**config.mk**
```make
export PLATFORM = sky130hd
export DESIGN_NAME = vlen_csr_unit
export DESIGN_NICKNAME = d
export VERILOG_FILES = /design/src/rtl/vlen_csr_pkg.sv /design/src/rtl/vlen_ctx_clamp.sv /design/src/rtl/vlen_shadow_bank.sv /design/src/rtl/vlen_csr_unit.sv
export SDC_FILE = /design/constraint.sdc
export NUM_CORES = 1
export LEC_CHECK = 0
export BUFFER_PORTS_ARGS = -buffer_cell sky130_fd_sc_hd__buf_2
export CAP_MARGIN = 20
export CORE_ASPECT_RATIO = 1.4
export CORE_UTILIZATION = 50
export DETAILED_ROUTE_END_ITERATION = 16
export PLACE_DENSITY = 0.74
export SYNTH_ARGS = -nofsm -noshare
export SYNTH_HDL_FRONTEND = slang
export SYNTH_SLANG_ARGS = --single-unit
```
**constraint.sdc**
```tcl
create_clock -name clk -period 14.7 [get_ports clk]
set_clock_uncertainty 0.15 [all_clocks]
set_input_delay 2.94 -clock clk [delete_from_list [all_inputs] [get_ports clk]]
set_output_delay 2.94 -clock clk [all_outputs]
set_load 0.005 [all_outputs]
```
**src/rtl/vlen_csr_pkg.sv**
```systemverilog
package vlen_csr_pkg;

    localparam int FW   = 6;   // element length/offset field width
    localparam int SW   = 2;   // group size/sub-offset field width
    localparam int LW   = FW + 1;
    localparam int SLW  = SW + 1;

    typedef enum logic [1:0] {
        OP_READ  = 2'd0,
        OP_WREG  = 2'd1,
        OP_WIMM  = 2'd2,
        OP_READX = 2'd3
    } op_e;

    typedef enum logic [1:0] {
        SEL_MAXLEN = 2'd0,
        SEL_LEN    = 2'd1,
        SEL_SUBLEN = 2'd2,
        SEL_CTX    = 2'd3
    } sel_e;

    // Field order fixes the packed image bit positions, LSB last.
    typedef struct packed {
        logic [SW-1:0] dsub;
        logic [SW-1:0] ssub;
        logic [SW-1:0] sub_m1;
        logic [FW-1:0] dst;
        logic [FW-1:0] src;
        logic [FW-1:0] len_m1;
        logic [FW-1:0] max_m1;
    } ctx_t;

    localparam int CTXW = $bits(ctx_t);

endpackage

```
**src/rtl/vlen_ctx_clamp.sv**
```systemverilog
module vlen_ctx_clamp
    import vlen_csr_pkg::*;
#(
    parameter int XLEN = 64
) (
    input  ctx_t raw_i,
    output ctx_t clean_o
);

    localparam logic [LW-1:0] LIMIT = LW'(XLEN);

    logic [LW-1:0] max_v;
    logic [LW-1:0] len_v;
    logic [LW-1:0] top_off;

    always_comb begin
        clean_o = raw_i;

        max_v = {1'b0, raw_i.max_m1} + LW'(1);
        if (max_v > LIMIT) begin
            max_v = LIMIT;
        end

        len_v = {1'b0, raw_i.len_m1} + LW'(1);
        if (len_v > max_v) begin
            len_v = max_v;
        end
        top_off = len_v - LW'(1);

        clean_o.max_m1 = FW'(max_v - LW'(1));
        clean_o.len_m1 = FW'(top_off);

        if ({1'b0, raw_i.src} > top_off) begin
            clean_o.src = FW'(top_off);
        end
        if ({1'b0, raw_i.dst} > top_off) begin
            clean_o.dst = FW'(top_off);
        end
        if (raw_i.ssub > raw_i.sub_m1) begin
            clean_o.ssub = raw_i.sub_m1;
        end
        if (raw_i.dsub > raw_i.sub_m1) begin
            clean_o.dsub = raw_i.sub_m1;
        end
    end

endmodule

```
**src/rtl/vlen_shadow_bank.sv**
```systemverilog
module vlen_shadow_bank
    import vlen_csr_pkg::*;
#(
    parameter int   NLVL    = 3,
    parameter int   LVLW    = 2,
    parameter ctx_t RST_CTX = '0
) (
    input  logic            clk,
    input  logic            rst_n,
    input  logic            swap_i,
    input  logic [LVLW-1:0] lvl_i,
    input  ctx_t            live_i,
    output ctx_t            shadow_o
);

    ctx_t slot_rd [NLVL];

    for (genvar g = 0; g < NLVL; g++) begin : g_slot
        ctx_t slot_d;
        ctx_t slot_q;

        always_comb begin
            slot_d = slot_q;
            if (swap_i && (lvl_i == LVLW'(g))) begin
                slot_d = live_i;
            end
        end

        always_ff @(posedge clk) begin
            if (!rst_n) begin
                slot_q <= RST_CTX;
            end else begin
                slot_q <= slot_d;
            end
        end

        assign slot_rd[g] = slot_q;
    end

    always_comb begin
        shadow_o = RST_CTX;
        for (int i = 0; i < NLVL; i++) begin
            if (lvl_i == LVLW'(i)) begin
                shadow_o = slot_rd[i];
            end
        end
    end

endmodule

```
**src/rtl/vlen_csr_unit.sv**
```systemverilog
module vlen_csr_unit
    import vlen_csr_pkg::*;
#(
    parameter int XLEN = 64,
    parameter int NLVL = 3
) (
    input  logic                     clk,
    input  logic                     rst_n,
    input  logic                     req_valid,
    input  logic [1:0]               req_op,
    input  logic [1:0]               req_sel,
    input  logic [XLEN-1:0]          req_wdata,
    input  logic [4:0]               req_imm,
    output logic [XLEN-1:0]          rsp_rdata,
    output logic                     rsp_exc,
    input  logic                     trap_valid,
    input  logic [$clog2(NLVL)-1:0]  trap_level,
    input  logic                     seq_valid,
    input  logic [FW-1:0]            seq_src,
    input  logic [FW-1:0]            seq_dst,
    input  logic [SW-1:0]            seq_ssub,
    input  logic [SW-1:0]            seq_dsub,
    output logic [LW-1:0]            cur_maxlen,
    output logic [LW-1:0]            cur_len,
    output logic [SLW-1:0]           cur_sublen,
    output logic [FW-1:0]            cur_src,
    output logic [FW-1:0]            cur_dst,
    output logic [SW-1:0]            cur_ssub,
    output logic [SW-1:0]            cur_dsub
);

    localparam int   LVLW    = $clog2(NLVL);
    localparam ctx_t RST_CTX = '{dsub: '0, ssub: '0, sub_m1: '0, dst: '0,
                                 src: '0, len_m1: '0, max_m1: FW'(XLEN - 1)};

    ctx_t            live_q;
    ctx_t            live_d;
    ctx_t            raw_c;
    ctx_t            shadow_c;
    logic            trap_act;
    logic            is_write;
    logic            wr_act;
    logic [XLEN-1:0] val_c;
    logic            len_bad;
    logic            sub_bad;
    logic [LW-1:0]   max_now;
    logic [LW-1:0]   len_now;
    logic [SLW-1:0]  sub_now;
    logic [LW-1:0]   new_len;

    assign trap_act = trap_valid && (trap_level < LVLW'(NLVL));
    assign is_write = (req_op == OP_WREG) || (req_op == OP_WIMM);
    assign wr_act   = req_valid && !trap_act && is_write;

    always_comb begin
        max_now = {1'b0, live_q.max_m1} + LW'(1);
        len_now = {1'b0, live_q.len_m1} + LW'(1);
        sub_now = {1'b0, live_q.sub_m1} + SLW'(1);

        val_c   = (req_op == OP_WIMM) ? (XLEN'(req_imm) + XLEN'(1)) : req_wdata;
        len_bad = (val_c == '0) || (val_c > XLEN'(XLEN));
        sub_bad = (val_c == '0) || (val_c > XLEN'(4));
        new_len = (LW'(val_c) > max_now) ? max_now : LW'(val_c);

        raw_c     = live_q;
        rsp_rdata = '0;
        rsp_exc   = 1'b0;

        if (trap_act) begin
            raw_c = shadow_c;
        end else if (req_valid) begin
            case (req_sel)
                SEL_MAXLEN: begin
                    rsp_rdata = XLEN'(max_now);
                    if (is_write) begin
                        if (len_bad) begin
                            rsp_exc   = 1'b1;
                            rsp_rdata = '0;
                        end else begin
                            raw_c.max_m1 = FW'(val_c - XLEN'(1));
                        end
                    end
                end
                SEL_LEN: begin
                    rsp_rdata = XLEN'(len_now);
                    if (is_write) begin
                        if (len_bad) begin
                            rsp_exc   = 1'b1;
                            rsp_rdata = '0;
                        end else begin
                            raw_c.len_m1 = FW'(new_len - LW'(1));
                            raw_c.src    = '0;
                            raw_c.dst    = '0;
                            rsp_rdata    = XLEN'(new_len);
                        end
                    end
                end
                SEL_SUBLEN: begin
                    rsp_rdata = XLEN'(sub_now);
                    if (is_write) begin
                        if (sub_bad) begin
                            rsp_exc   = 1'b1;
                            rsp_rdata = '0;
                        end else begin
                            raw_c.sub_m1 = SW'(val_c - XLEN'(1));
                        end
                    end
                end
                default: begin
                    rsp_rdata = XLEN'(live_q);
                    if (is_write) begin
                        raw_c = (req_op == OP_WIMM) ? ctx_t'(CTXW'(req_imm))
                                                    : ctx_t'(req_wdata[CTXW-1:0]);
                    end
                end
            endcase
        end else if (seq_valid) begin
            raw_c.src  = seq_src;
            raw_c.dst  = seq_dst;
            raw_c.ssub = seq_ssub;
            raw_c.dsub = seq_dsub;
        end
    end

    vlen_ctx_clamp #(
        .XLEN (XLEN)
    ) u_clamp (
        .raw_i   (raw_c),
        .clean_o (live_d)
    );

    vlen_shadow_bank #(
        .NLVL    (NLVL),
        .LVLW    (LVLW),
        .RST_CTX (RST_CTX)
    ) u_shadow (
        .clk      (clk),
        .rst_n    (rst_n),
        .swap_i   (trap_act),
        .lvl_i    (trap_level),
        .live_i   (live_q),
        .shadow_o (shadow_c)
    );

    always_ff @(posedge clk) begin
        if (!rst_n) begin
            live_q <= RST_CTX;
        end else begin
            live_q <= live_d;
        end
    end

    assign cur_maxlen = max_now;
    assign cur_len    = len_now;
    assign cur_sublen = sub_now;
    assign cur_src    = live_q.src;
    assign cur_dst    = live_q.dst;
    assign cur_ssub   = live_q.ssub;
    assign cur_dsub   = live_q.dsub;

    AST_LEN_WITHIN_MAX: assert property (@(posedge clk) disable iff (!rst_n)
        live_q.len_m1 <= live_q.max_m1);

    AST_OFFS_WITHIN_LEN: assert property (@(posedge clk) disable iff (!rst_n)
        (live_q.src <= live_q.len_m1) && (live_q.dst <= live_q.len_m1) &&
        (live_q.ssub <= live_q.sub_m1) && (live_q.dsub <= live_q.sub_m1));

    AST_EXC_KEEPS_STATE: assert property (@(posedge clk) disable iff (!rst_n)
        rsp_exc |=> $stable(live_q));

    AST_READ_KEEPS_STATE: assert property (@(posedge clk) disable iff (!rst_n)
        (req_valid && !trap_act && !is_write) |=> $stable(live_q));

    AST_LEN_WRITE_CLEARS_OFFS: assert property (@(posedge clk) disable iff (!rst_n)
        (wr_act && (req_sel == SEL_LEN) && !rsp_exc) |=>
        ((live_q.src == '0) && (live_q.dst == '0)));

    AST_SWAP_LOADS_SHADOW: assert property (@(posedge clk) disable iff (!rst_n)
        trap_act |=> (live_q == $past(shadow_c)));

endmodule

```
After elaboration in Yosys (flattened, before gate mapping)
Index checks and enable logic that the tools add are counted.
{"block": "classes", "reduce_logical": 14, "n_addsub": 10, "mul": 0, "n_div": 0, "n_mux": 46, "n_shift": 0, "bitwise_logic": 0, "magnitude_cmp": 10, "n_eq_ne": 6}
{"operator": "$mux 64", "n": 4}
{"operator": "$pmux 64 s3", "n": 1}
{"operator": "$mux 30", "n": 6}
{"operator": "$gt 64x3->1 const B", "n": 1}
{"operator": "$gt 64x7->1 const B", "n": 1}
{"operator": "$logic_not 64->1", "n": 1}
{"operator": "$mux 7", "n": 6}
{"operator": "$mux 12", "n": 3}
{"operator": "$mux 18", "n": 2}
{"operator": "$pmux 18 s2", "n": 1}
{"operator": "$add 6x1->7 const B", "n": 4}
{"operator": "$mux 6", "n": 4}
{"operator": "$sub 6x1->6 const B", "n": 3}
{"operator": "$gt 6x7->1", "n": 2}
{"operator": "$gt 7x7->1", "n": 2}
{"operator": "$mux 4", "n": 3}
{"operator": "$pmux 6 s2", "n": 1}
{"operator": "$mux 2", "n": 5}
{"operator": "$gt 7x7->1 const B", "n": 1}
{"operator": "$sub 7x1->7 const B", "n": 1}
{"operator": "$add 5x1->6 const B", "n": 1}
{"operator": "$eq 2x1->1 const B", "n": 3}
{"operator": "$eq 2x2->1 const B", "n": 3}
{"operator": "$mux 1", "n": 6}
{"operator": "other kinds (11)", "n": 21}
{"block": "word_totals", "rom_bits": 0, "in_bits": 96, "mem_bits_rw": 0, "regBits": 120, "word_cells": 114, "n_memories": 0, "out_inout_bits": 98, "latch_bits": 0}

Depth between registers and ports, before layout
Gate-level depths: netlist (run 1).
{"block": "logic_depth", "word_depth": 18, "depth_mapped": 40}

Cells and area by module
Synthesis (run 1) repeated with hierarchy kept, for this count alone.
{"block": "unflattened", "hier_cells": 1180, "area_unflattened_um2": 9858.2}
{"module": "vlen_csr_unit", "cells_each": 581, "n_inst": 1, "area_per_inst_um2": 4326.6, "seq_area_each_um2": 600.6}
{"module": "vlen_shadow_bank", "cells_each": 398, "n_inst": 1, "area_per_inst_um2": 4046.4, "seq_area_each_um2": 1801.7}
{"module": "vlen_ctx_clamp", "cells_each": 201, "n_inst": 1, "area_per_inst_um2": 1485.2, "seq_area_each_um2": 0.0}

Least setup slack after synthesis (run 1)
Ideal clock, no wire load.
{"block": "synth_timing", "path_kind": "in2reg", "startpoint": "in req_op[0]", "endpoint": "reg live_q (netlist bit cur_dst[0])", "setup_slack_ns": 3.471, "path_stages": 40, "arrival_time_ns": 11.007, "setup_ns": 0.072, "cell_sequence": "inv_1 ha_1 buf_2 buf_2 buf_2 a21oi_1 inv_1 ha_1 nand3b_1 a21oi_1 o22a_1 clkbuf_1 buf_1 mux2i_1 ha_1 or4_4 a31oi_4 ha_1 (+4 left out) a21o_1 a21o_1 a221oi_1 a41oi_1 nor2_1 a21oi_1 ha_1 nor3b_1 a32o_2 xnor2_1 inv_1 ha_1 a21oi_1 nor2b_1 o22ai_1 nor2b_1 mux2i_4 mux2i_1"}
{"element": "start: declaration", "line": "vlen_csr_unit.sv:10", "text": "input logic [1:0] req_op,"}
{"element": "end signal: assignment", "line": "vlen_csr_unit.sv:149", "text": "live_q <= live_d;"}
{"element": "end: declaration", "line": "vlen_csr_unit.sv:36", "text": "ctx_t live_q;"}

==> qor.yml, run 1 <==
clock_sink_count: 120
end_kind: "register"
grt_pass1_wl_mm: 51.00
num_rows: 59
synth_largest_area_cell: "dfxtp_1"
antenna_found_initial: 0
ys_seq_elements: 120
routed_wl_mm: 33.84
cts-resized-gates: 0
yosys_warnings: 0
synth-main-ff-cell: "dfxtp_1"
period_minus_slack_ns: 11.94
p_sw_mw: 0.7447
whs_ns: 0.3053
nets: 1518
leakagePower_nw: 4.676
cpMostUsedCell: "ha_1"
drt_iter0_drc: 1111
powerDensity_nw_per_um2: 161.6
min_path_type: "reg -> reg"
postRouteAntennaNets: 0
tritoncts: "built"
drive_gt1_share_pct: 18.10
status: "finished clean"
dp_hpwl_mm: 24.27
synth_xor_xnor_area_share_pct: 2.850
post-route-period-util_pct: 81.21
yosysMostFrequentCell: "nand2_1"
grt_overflow: 0
syn-instance-count: 1277
cp_max_fo: 35
synth_top_family_by_area: "compound AO/OA/AOI/OAI gates"
die_area_um2: 19440
nFillCells: 1720
start_util_pct: 50.94
dr.pass1.iters: 7
setup_violations: 0
worstSetupPathType: "in -> reg"
ctsHoldBuffers: 0
power_mw: 1.736
switching_share_pct: 42.91
slew_headroom_pct: 31.96
fin_setup_tns_ns: 0
die_w_um: 118.1
post-cts-setup-buffers: 0
max_freq_ghz: 0.08377
first_global_vias: 9237
synth_edf_count: 0
fin_util_pct: 57.97
synth.area.top_cells: "dfxtp_1 (25%), nand2_1 (10%), a21oi_1 (6.6%)"
area_growth_pct: 13.81
detail_route.vias_per_cell: 6.208
required_ns: 14.89
post-place-ws_ns: 2.518
clkLatencyLatePin_ns: 0.43
vias: 10130
port_buffers: 159
ir_worst_vdd_mv: 0.08077
netlist_area_um2: 9438
numCtsBuffers: 17
synthArstFlopShare_pct: 0
synth_common_cells: "nand2_1 (263), a21oi_1 (125), dfxtp_1 (120)"
arrival_ns: 12.12
synth_compound_area_share_pct: 24.74
fin_area_um2: 10740
diodes: 0
synth_adder_area_share_pct: 6.364
worstSetupStartpointType: "input port"
track_usage_pct: 34.19
maxCapViolations: 0
rsz0062_at_grt: "no"
yosysSeqAreaShare_pct: 25.45
slew_violations: 0
top_level_ports: 194
placed_cells: 1598
synth-simple-area-share_pct: 24.22
synth.top_cell.area_share_pct: 25.45
fp.dieH_um: 164.6
tightest_slew_ns: 1.017
clockPowerShare_pct: 26.8
intPower_mw: 0.9908
hold_viol_final: 0
clockBufferDepth: 2
seq_power_share_pct: 24.7
layout.cells.non_filler: 1631
drc: 0
grt_max_degree: 49
synth.mux.area_fraction_pct: 7.132
clk_pin_slew_ns: 0.06
synth.avg_cell_area_um2: 7.391
place_area_um2: 10090
fp.coreArea_um2: 18530
synth_cell_types: 88
routedWlPerCell_um: 20.75
pwr-share-comb_pct: 48.4
slowest_stage: "a41oi_1"
place_congestion: 1.033
setup_ws_ns: 2.762
htreeDepth: 4
cpPeakStageDelay_ns: 0.69
root_buffer: "clkbuf_16"
layer usage:
| metal | up-vias | routed length [µm] | GRT usage [%] |
|---|---|---|---|
| met4 | 0 | 2427 | 25.93 |
| met1 | 4701 | 12310 | 38.97 |
| met3 | 138 | 3104 | 5.698 |
| met5 | - | 0 | 0 |
| li1 | 4653 | - | - |
| met2 | 634 | 16000 | 57.54 |
worst paths after layout:
check	startpoint	end	slack (ns)	depth (start not counted)
worst min-delay path	u_shadow.g_slot[2].slot_q[6]	u_shadow.g_slot[2].slot_q[6]	0.31	2
worst min register to register	u_shadow.g_slot[2].slot_q[6]	u_shadow.g_slot[2].slot_q[6]	0.31	2
worst max-delay path	req_op[0]	cur_dst[0]	2.76	38
worst max register to register	live_q[0]	cur_dst[0]	4.86	34
worst max-delay path: cells and delay by family:
kind,cells,cell delay [ns]
compound gates,10,2.75
xor+xnor,1,0.27
fa+ha+maj,7,1.83
buf+inv,5,0.49
mux,4,1.29
simple gates,11,2.54
cells in the final DEF (no fill, tap or decap), types with 7 or more instances in the layout:
cell	count
buf_4	14
nand4_1	7
nor2_1	62
buf_2	159
mux2_2	12
nor3_1	16
a31oi_1	7
ha_1	48
nand3_1	23
inv_1	45
nor4_1	18
clkbuf_16	17
mux2i_1	47
xnor2_1	19
o22ai_1	24
a211oi_1	13
nand2b_1	15
o21ai_0	48
a21o_1	15
conb_1	34
o21a_1	7
o211ai_1	20
nand2_1	263
nor2b_1	17
xor2_1	8
a21oi_1	125
a221oi_1	13
a222oi_1	10
and2_1	37
dfxtp_1	120
sequential cells by signal, summed over array words and instances, names as in the netlist:
| register | flops |
|---|---|
| cur_dst | 6 |
| cur_dsub | 2 |
| cur_src | 6 |
| cur_ssub | 2 |
| live_q | 14 |
| u_shadow.g_slot.slot_q | 90 |
kinds of logic after synthesis:
logic type               count (synthesis)
AND/OR/NAND/NOR                        493
AO/OA/AOI/OAI                          346
buffers and inverters                  178
flip-flops                             120
multiplexers                            62
adder cells (fa/ha/maj)                 48
XOR/XNOR                                29
other                                    1
power by group through the flow:
stage	registers (mW)	logic [mW]	clock network, mW
2_1_floorplan	0.381	0.648	0
3_3_place_gp	0.433	0.798	0
3_5_place_dp	0.432	0.817	0
4_1_cts	0.426	0.823	0.467
5_1_grt	0.431	0.915	0.482
6_report	0.429	0.841	0.465
area by class of cell:
cell class	count	area [µm²]	share of cell area, %
Multi-Input combinational cell	1012	6299	58.64
Sequential cell	120	2402	22.36
Timing Repair Buffer	174	912.1	8.492
Clock buffer	18	429.2	3.995
Tap cell	244	305.3	2.842
Clock inverter	14	210.2	1.957
Inverter	49	183.9	1.712
No activity file was read; power rests on OpenSTA's default activity.
==> inputs of run 2 (changes only) <==
==> constraint.sdc (replaced) <==
create_clock -name clk -period 11.18 [get_ports clk]
set_clock_uncertainty 0.15 [all_clocks]
set_input_delay 2.236 -clock clk [delete_from_list [all_inputs] [get_ports clk]]
set_output_delay 2.236 -clock clk [all_outputs]
set_load 0.005 [all_outputs]
==> run 2 against run 1 <==
  * Die area unchanged
  * Sequential share of layout area fell by 0.28 points
  * Global-route usage down 0.13 points
  * Final cell count rose by 0.80%
  * Utilization grew 0.74 points
  * Largest cell class unchanged
  * Highest routed layer unchanged
==> qor.yml, run 2 (synthesis gave the netlist of run 1 again) <==
slew_violations: 0
routedWlPerCell_um: 20.53
layout_common_cells: "nand2_1 (263), buf_2 (159), a21oi_1 (124)"
clk_pin_slew_ns: 0.06
drive_gt1_share_pct: 19.07
first_global_vias: 9304
die_w_um: 118.1
dr.pass1.iters: 8
area_growth_pct: 15.26
routed_wl_mm: 33.75
place_congestion: 1.017
fin_setup_tns_ns: 0
cp_max_fo: 20
clkLatencyLatePin_ns: 0.41
top_level_ports: 194
start_util_pct: 50.94
largest_reg_flops: 90
cpMostUsedCell: "ha_1"
root_buffer: "clkbuf_16"
die_area_um2: 19440
powerDensity_nw_per_um2: 212.3
post-place-ws_ns: 0.08260
nFillCells: 1739
vias: 10100
period_minus_slack_ns: 10.48
dp_hpwl_mm: 24.55
final_common_cell: "nand2_1"
required_ns: 11.36
htreeDepth: 4
post-route-period-util_pct: 93.70
diodes: 0
post-cts-setup-buffers: 0
cpPeakStageDelay_ns: 0.56
drc: 0
slowest_stage: "or4_1"
slew_headroom_pct: 40.45
clock_sink_count: 120
rsz0062_at_grt: "no"
antenna_found_initial: 0
whs_ns: 0.3032
setup_ws_ns: 0.7038
tightest_slew_ns: 0.8900
grt_overflow: 0
grt_max_degree: 65
leakagePower_nw: 4.743
end_kind: "register"
port_buffers: 159
max_freq_ghz: 0.09545
fp.dieH_um: 164.6
worstSetupPathType: "in -> reg"
top_register: "u_shadow.g_slot.slot_q"
grt_pass1_wl_mm: 51.04
maxCapViolations: 0
num_rows: 59
setup_violations: 0
detail_route.vias_per_cell: 6.142
fin_util_pct: 58.71
fp.coreArea_um2: 18530
clockBufferDepth: 2
ir_worst_vdd_mv: 0.09927
tritoncts: "built"
status: "finished clean"
numCtsBuffers: 17
track_usage_pct: 34.05
drt_iter0_drc: 952
postRouteAntennaNets: 0
nets: 1531
min_path_type: "reg -> reg"
hold_viol_final: 0
arrival_ns: 10.66
reg.largest.list: "u_shadow.g_slot.slot_q (90), live_q (14)"
worstSetupStartpointType: "input port"
## run 2: repair_timing
item                       CTS  global route
hold buffers                 0             0
setup endpoints to repair    0            12
resized for setup            0             3
## run 2: metrics by stage
stage | instance area (µm²) | cells | total power [mW]
6_report | 10880 | 1644 | 2.309
5_1_grt | 10880 | 1644 | 2.445
4_1_cts | 10850 | 1643 | 2.277
3_5_place_dp | 10200 | 1611 | 1.660
3_3_place_gp | 10180 | 1610 | 1.652
2_1_floorplan | 9562 | 1310 | 1.353
## run 2: power by group
group	switching [mW]	leakage, nW	internal (mW)	total, mW
sequential	0.0975	0.975	0.470	0.568
combinational	0.653	3.45	0.472	1.13
clock	0.212	0.315	0.405	0.617
## run 2: metal layers
| metal | vias to the layer above | share of wire, % | routed length, µm | track usage, % |
|---|---|---|---|---|
| li1 | 4682 | - | - | - |
| met1 | 4669 | 38 | 12780 | 39.51 |
| met2 | 597 | 48 | 16080 | 57.99 |
| met3 | 150 | 7.4 | 2499 | 4.558 |
| met4 | 0 | 7.1 | 2380 | 24.30 |
| met5 | - | 0 | 0 | 0 |
## run 2: final timing paths
path                                      start                             to  slack, ns  cells after the start
hold reg to reg   u_shadow.g_slot[0].slot_q[26]  u_shadow.g_slot[0].slot_q[26]       0.30                      2
hold / removal    u_shadow.g_slot[0].slot_q[26]  u_shadow.g_slot[0].slot_q[26]       0.30                      2
setup reg to reg                      live_q[0]                     cur_dst[3]       2.21                     35
setup / recovery                      req_op[0]                     cur_dst[3]       0.70                     38
## run 2: area by class of cell
type,count,area [µm²],share of cell area (%)
clock buffers,19,442.9,4.072
clock inverters,13,214.0,1.967
inverters,49,183.9,1.691
multi-input cells,1012,6316,58.06
flip-flops and latches,120,2402,22.08
well taps,244,305.3,2.807
repair buffers,187,1013,9.317
## run 2: critical path, delay by kind of cell
family,cells,cell delay (ns)
mux,4,1.21
simple gates,10,2.40
compound gates,11,2.28
buf+inv,5,0.35
xor+xnor,1,0.14
fa+ha+maj,7,2.03
